--- config.mk ---
export PLATFORM = sky130hd
export DESIGN_NAME = memsel_ctrl
export DESIGN_NICKNAME = d
export VERILOG_FILES = /design/src/rtl/memsel_pkg.sv /design/src/rtl/memsel_press.sv /design/src/rtl/memsel_dforce.sv /design/src/rtl/memsel_home.sv /design/src/rtl/memsel_ctrl.sv
export SDC_FILE = /design/constraint.sdc
export NUM_CORES = 1
export LEC_CHECK = 0
export BUFFER_PORTS_ARGS = -buffer_cell sky130_fd_sc_hd__buf_2
export CAP_MARGIN = 10
export CORE_UTILIZATION = 54
export DETAILED_ROUTE_END_ITERATION = 6
export GPL_TIMING_DRIVEN = 0
export PLACE_DENSITY = 0.78
export REMOVE_ABC_BUFFERS = 1
export SLEW_MARGIN = 5
export SYNTH_ARGS = -nofsm -noshare
export SYNTH_HDL_FRONTEND = slang
export SYNTH_HIERARCHICAL = 1
export SYNTH_SLANG_ARGS = --single-unit
--- constraint.sdc ---
create_clock -name clk -period 5.5 [get_ports clk]
set_clock_uncertainty 0.05 [all_clocks]
set_input_delay 0.55 -clock clk [delete_from_list [all_inputs] [get_ports clk]]
set_output_delay 0.55 -clock clk [all_outputs]
set_load 0.02 [all_outputs]
--- src/rtl/memsel_pkg.sv ---
`timescale 1ns/1ps
package memsel_pkg;
  localparam int MEM_N = 4;
  localparam int IDX_W = $clog2(MEM_N);

  typedef logic [IDX_W-1:0] mem_idx_t;
  typedef logic [MEM_N-1:0] mem_mask_t;

  localparam mem_idx_t MEM_A = '0;
  localparam mem_idx_t MEM_D = mem_idx_t'(MEM_N - 1);

  typedef enum logic [1:0] {
    SEL_PULSE       = 2'd0,
    SEL_PULSE_DJUMP = 2'd1,
    SEL_LEVEL       = 2'd2,
    SEL_LEVEL_DJUMP = 2'd3
  } sel_mode_t;

  // Next valid index above cur; A when none. skip_d removes the top index.
  function automatic mem_idx_t step_next(mem_idx_t cur, mem_mask_t ok, logic skip_d);
    mem_idx_t r;
    logic hit;
    r = MEM_A;
    hit = 1'b0;
    for (int i = 1; i < MEM_N; i++) begin
      if (!hit && (i > int'(cur)) && ok[i] && !(skip_d && (i == MEM_N - 1))) begin
        r = mem_idx_t'(i);
        hit = 1'b1;
      end
    end
    return r;
  endfunction

  // Level code to index, falling back to A when the target is not valid.
  function automatic mem_idx_t level_pick(mem_idx_t code, mem_mask_t ok);
    return ok[code] ? code : MEM_A;
  endfunction

  // Open-interval counter reaches its limit.
  function automatic logic quiet_done(int unsigned cnt_next, int unsigned limit);
    return cnt_next >= limit;
  endfunction
endpackage

--- src/rtl/memsel_press.sv ---
`timescale 1ns/1ps
module memsel_press (
  input  logic clk,
  input  logic rst_n,
  input  logic ms1,
  input  logic hold,
  input  logic block,
  output logic press
);
  logic ms1_q;

  always_ff @(posedge clk or negedge rst_n) begin
    if (!rst_n) ms1_q <= 1'b0;
    else        ms1_q <= ms1;
  end

  logic rise;
  assign rise  = ms1 & ~ms1_q;
  assign press = rise & ~hold & ~block;

  // an edge seen during the hold leaves the level remembered, so no late press
  p_hold_no_late_press_r11: assert property (@(posedge clk) disable iff (!rst_n)
    (hold && ms1) |=> !press || !$past(ms1));
endmodule

--- src/rtl/memsel_dforce.sv ---
`timescale 1ns/1ps
module memsel_dforce #(
  parameter int DEB_W = 12
) (
  input  logic             clk,
  input  logic             rst_n,
  input  logic             en,
  input  logic             ms2_on,
  input  logic             tick,
  input  logic [DEB_W-1:0] period,
  output logic             force_nxt,
  output logic             force_q
);
  import memsel_pkg::*;

  logic [DEB_W-1:0] cnt_q, cnt_d, cnt_inc;
  logic             open_wait;

  assign cnt_inc   = cnt_q + DEB_W'(1);
  assign open_wait = en & ~ms2_on & force_q;

  always_comb begin
    force_nxt = force_q;
    cnt_d     = cnt_q;
    if (!en) begin
      force_nxt = 1'b0;
      cnt_d     = '0;
    end else if (ms2_on) begin
      force_nxt = 1'b1;
      cnt_d     = '0;
    end else if (open_wait) begin
      if (period == '0) begin
        force_nxt = 1'b0;
        cnt_d     = '0;
      end else if (tick) begin
        if (quiet_done(int'(cnt_inc), int'(period))) begin
          force_nxt = 1'b0;
          cnt_d     = '0;
        end else begin
          cnt_d = cnt_inc;
        end
      end
    end else begin
      cnt_d = '0;
    end
  end

  always_ff @(posedge clk or negedge rst_n) begin
    if (!rst_n) begin
      force_q <= 1'b0;
      cnt_q   <= '0;
    end else begin
      force_q <= force_nxt;
      cnt_q   <= cnt_d;
    end
  end

  p_enter_d_r3: assert property (@(posedge clk) disable iff (!rst_n)
    (en && ms2_on) |=> force_q);

  p_leave_only_open_r10: assert property (@(posedge clk) disable iff (!rst_n)
    ($fell(force_q) && $past(en)) |-> $past(!ms2_on));

  p_leave_on_tick_r10: assert property (@(posedge clk) disable iff (!rst_n)
    ($fell(force_q) && $past(en) && ($past(period) != '0)) |-> $past(tick));
endmodule

--- src/rtl/memsel_home.sv ---
`timescale 1ns/1ps
module memsel_home
  import memsel_pkg::*;
(
  input  logic      clk,
  input  logic      rst_n,
  input  sel_mode_t mode,
  input  logic      ms1,
  input  logic      ms2,
  input  mem_mask_t ok,
  input  logic      press,
  output mem_idx_t  home_d,
  output mem_idx_t  home_q
);
  always_comb begin
    home_d = home_q;
    case (mode)
      SEL_PULSE:       if (press) home_d = step_next(home_q, ok, 1'b0);
      SEL_PULSE_DJUMP: if (press) home_d = step_next(home_q, ok, 1'b1);
      SEL_LEVEL:       home_d = level_pick({ms2, ms1}, ok);
      default:         home_d = level_pick({1'b0, ms1}, ok);
    endcase
  end

  always_ff @(posedge clk or negedge rst_n) begin
    if (!rst_n) home_q <= MEM_A;
    else        home_q <= home_d;
  end

  p_press_skips_d_r4: assert property (@(posedge clk) disable iff (!rst_n)
    (mode == SEL_PULSE_DJUMP && press) |=> home_q != MEM_D);

  p_level_djump_no_c_r9: assert property (@(posedge clk) disable iff (!rst_n)
    (mode == SEL_LEVEL_DJUMP) |=> home_q[IDX_W-1] == 1'b0);
endmodule

--- src/rtl/memsel_ctrl.sv ---
`timescale 1ns/1ps
module memsel_ctrl #(
  parameter int DEB_W = 12
) (
  input  logic             clk,
  input  logic             rst_n,
  input  logic             ms1_i,
  input  logic             ms2_i,
  input  logic             pull_up_i,
  input  logic [1:0]       mode_i,
  input  logic [3:0]       mem_ok_i,
  input  logic [DEB_W-1:0] deb_ms_i,
  input  logic             pwr_hold_i,
  input  logic             tick_ms_i,
  output logic [1:0]       mem_sel_o,
  output logic             mem_chg_o
);
  import memsel_pkg::*;

  sel_mode_t mode_e;
  logic      djump, ms2_on, press, force_nxt, force_q;
  mem_idx_t  home_d, home_q, act_d, act_q;
  logic      chg_q;

  assign mode_e = sel_mode_t'(mode_i);
  assign djump  = (mode_e == SEL_PULSE_DJUMP) || (mode_e == SEL_LEVEL_DJUMP);
  assign ms2_on = ms2_i ^ pull_up_i;

  memsel_press u_press (
    .clk   (clk),
    .rst_n (rst_n),
    .ms1   (ms1_i),
    .hold  (pwr_hold_i),
    .block (force_nxt),
    .press (press)
  );

  memsel_dforce #(.DEB_W(DEB_W)) u_dforce (
    .clk       (clk),
    .rst_n     (rst_n),
    .en        (djump),
    .ms2_on    (ms2_on),
    .tick      (tick_ms_i),
    .period    (deb_ms_i),
    .force_nxt (force_nxt),
    .force_q   (force_q)
  );

  memsel_home u_home (
    .clk    (clk),
    .rst_n  (rst_n),
    .mode   (mode_e),
    .ms1    (ms1_i),
    .ms2    (ms2_i),
    .ok     (mem_ok_i),
    .press  (press),
    .home_d (home_d),
    .home_q (home_q)
  );

  assign act_d = force_nxt ? MEM_D : home_d;

  always_ff @(posedge clk or negedge rst_n) begin
    if (!rst_n) begin
      act_q <= MEM_A;
      chg_q <= 1'b0;
    end else begin
      act_q <= act_d;
      chg_q <= (act_d != act_q);
    end
  end

  assign mem_sel_o = act_q;
  assign mem_chg_o = chg_q;

  p_pulse_on_change_r12: assert property (@(posedge clk) disable iff (!rst_n)
    (act_q != $past(act_q)) |-> chg_q);

  p_pulse_only_change_r12: assert property (@(posedge clk) disable iff (!rst_n)
    chg_q |-> (act_q != $past(act_q)));

  p_hold_keeps_home_r11: assert property (@(posedge clk) disable iff (!rst_n)
    (mode_e == SEL_PULSE && pwr_hold_i) |=> $stable(home_q));

  p_forced_shows_d_r3: assert property (@(posedge clk) disable iff (!rst_n)
    (djump && ms2_on) |=> mem_sel_o == 2'd3);
endmodule

==> summary.txt <==
Global route total overflow - 0
P_leak - 0.000830 uW
Synthesized cell area - 0.00142 sq mm
Post-route ant nets - 0
Final Power - 279 uW
Period utilisation layout - 80.6%
Net Sw Frac - 28.9%
Port Buffers - 26
Vias per inst - 5.72
Clk slew on worst S/H paths - 100 ps
CP startpoint - u_dforce/cnt_q[0]
Proportion of layout cells with a drive suffix above 1 - 21.6%
Routed len/inst - 13.7 um
Post-Place Cell Area - 0.00157 sq mm
Worst R2R Path Depth - 19
GRT Overall Usage - 26.0%
Register area share after synthesis - 33.5%
Critical path endpoint - mem_chg_o
Die Area - 0.00284 sq mm
Worst EP arrival - 4630 ps
Status - completed
Final wirelength - 2.96 mm
Largest net degree at the start of global routing - 20
Post-CTS setup buffer count - 0
Fin crit period - 4440 ps
Die H - 53.3 um
Biggest area consumer among synthesized cells - dfrtp_1
Commonest non-fill, non-tap cell in the layout - buf_2
Final worst slack - 1060 ps
Antenna violations before repair - 0
Synth Instances - 158
Hold buffers post-CTS - 0
RR Endpoint - mem_chg_o
Clock sinks - 19
Max_slew headroom - 43.6%
Setup violations, final - 0
Fin area - 0.00159 sq mm
Power density over the cells - 175 mW/mm^2
Nature of the critical path startpoint - flip-flop
Seq pwr share - 54.2%
Final Hold Viols - 0
Clk buf depth - 2
R2r setup slk - 1060 ps
Setup crit end kind - flip-flop
DRC - 0
Clk_lat worst skew - 290 ps
Dpl ws - 1080 ps
RSZ-0062 raised after global routing - false
Nets - 224
GPL Wtd Cong - 0.802
Initial DRC Count - 26
Critical R2R Launch - u_dforce/cnt_q[0]
Placeable Area - 0.00248 sq mm
TritonCTS Buffers - 3
Number of global-route vias before repair - 1317
Clock Root Buffer - clkbuf_4
Std cell rows - 18
Synthesis Warnings - 6
WHS - 119 ps
First drt pass iteration count - 4
Via count - 1229
# diodes - 0
Gate power share - 20.9%
Area grow syn2layout - 12.3%
Clock power frac - 24.9%
Worst Hold Class - input pin to asynchronous set/reset pin
Sw Pwr - 80.8 uW
DP HPWL - 2.46 mm
Critical Path Fanout Max - 6
Starting density of the core - 57.3%
Slew @ Worst Pin - 844 ps
Required time worst endpoint - 5690 ps
P_int - 199 uW
Ranking of synthesized cells by area - dfrtp_1, ha_1, a22o_1, inv_1, nand2_1
First-pass GRT wire length - 5.28 mm
#FFs+latches synth - 19
Worst Setup Path Type - flip-flop to flip-flop
Cts repair resizes - 0
Yosys cell types - 41
Syn_area_per_cell - 8.98 sq um
CTS tree - yes
Synth top area share - 33.5%
Max Clock Freq - 0.225 GHz
Most frequent cells in the layout - buf_2, dfrtp_1, nand2_1, inv_1, ha_1
Max_cap viols - 0
# H-tree levels - 1
Slew Viols, Final - 0
Die W - 53.3 um
IO Pins - 28
Max IR drop VDD - 0.231 mV
Fin Setup TNS - 0 ps
==> logic make-up (layout without fill, tap and decap cells) <==
kind of cell / after synthesis / after routing / synth area share (%)
simple gates: 59 / 59 / 24.1
mux: 4 / 4 / 2.91
flops: 19 / 19 / 33.5
xor+xnor: 9 / 9 / 5.56
fa+ha+maj: 13 / 13 / 11.5
buf+inv: 18 / 45 / 5.38
compound gates: 36 / 36 / 17.1
==> registers in the layout, indices dropped and copies added, names as in the netlist <==
register          flops
u_dforce/force_q      1
mem_chg_o             1
u_press/ms1_q         1
mem_sel_o             2
u_home/home_q         2
u_dforce/cnt_q       12
==> worst min path at each step <==
stage                     start                  to  slack, ps  depth (start not counted)
after floorplan           rst_n           mem_chg_o        200                          0
after global placement    rst_n  u_dforce/cnt_q[11]        450                          1
after detailed placement  rst_n  u_dforce/cnt_q[11]        450                          1
after CTS                 rst_n   u_dforce/cnt_q[4]        120                          1
after global routing      rst_n  u_dforce/cnt_q[11]        140                          1
final                     rst_n  u_dforce/cnt_q[11]        120                          1
==> cell type report <==
cell class	instances	area, sq um
Fill cell	220	883
Multi-Input combinational cell	121	867
Sequential cell	19	475
Timing Repair Buffer	26	130
Inverter	15	56.3
Tap cell	30	37.5
Clock buffer	3	22.5
Clock inverter	1	5.00
==> cells in the mapped netlist, drive strengths merged <==
cell type   n
dfrtp      19
inv        15
nand2      15
ha         13
a21oi      10
nor2        9
o21ai       9
nand3       8
a22o        7
xnor2       6
nor2b       5
or2         5
and3        3
mux2i       3
nor4        3
xor2        3
a211oi      2
buf         2
nor3        2
nor4b       2
o21a        2
a211o       1
a21boi      1
and2        1
and4        1
and4b       1
and4bb      1
clkbuf      1
mux2        1
nand2b      1
nand4bb     1
nor3b       1
o2111a      1
o21bai      1
o22a        1
o41a        1
==> metal layers <==
layer / GRT usage [%] / vias to the layer above / share of wire (%)
met5: 0 / - / 0
met4: 6.58 / 0 / 0.85
met3: 6.03 / 4 / 2.7
met2: 47.3 / 20 / 53
met1: 30.0 / 589 / 43
li1: - / 616 / -
==> per-stage QoR <==
step,util [%],cells
after global placement,63.2,211
final,64.3,215
after floorplan,-,155
after CTS,64.3,215
after global routing,64.3,215
after detailed placement,63.2,211
==> critical path, stage by stage (launching register included) <==
cell	delay [ps]
dfrtp_1	440
and3_1	200
and3_2	230
nand3_2	130
and2_1	190
or2_2	310
ha_1	290
nand2_1	60
o21ai_0	200
a211oi_1	120
o21ai_0	100
a21oi_1	90
o21a_1	250
nor4b_2	350
inv_1	130
o41a_1	390
a21boi_1	340
and4bb_1	260
a21oi_1	120
o22a_1	150
==> power groups by stage <==
stage,Sequential [uW],Clock (uW),Combinational (uW)
finish,151,69.6,58.4
global route,152,76.6,66.0
CTS,151,71.6,58.9
detailed placement,154,0,58.7
global placement,154,0,55.1
floorplan,158,0,29.7
(Power assumes the default switching activity.)
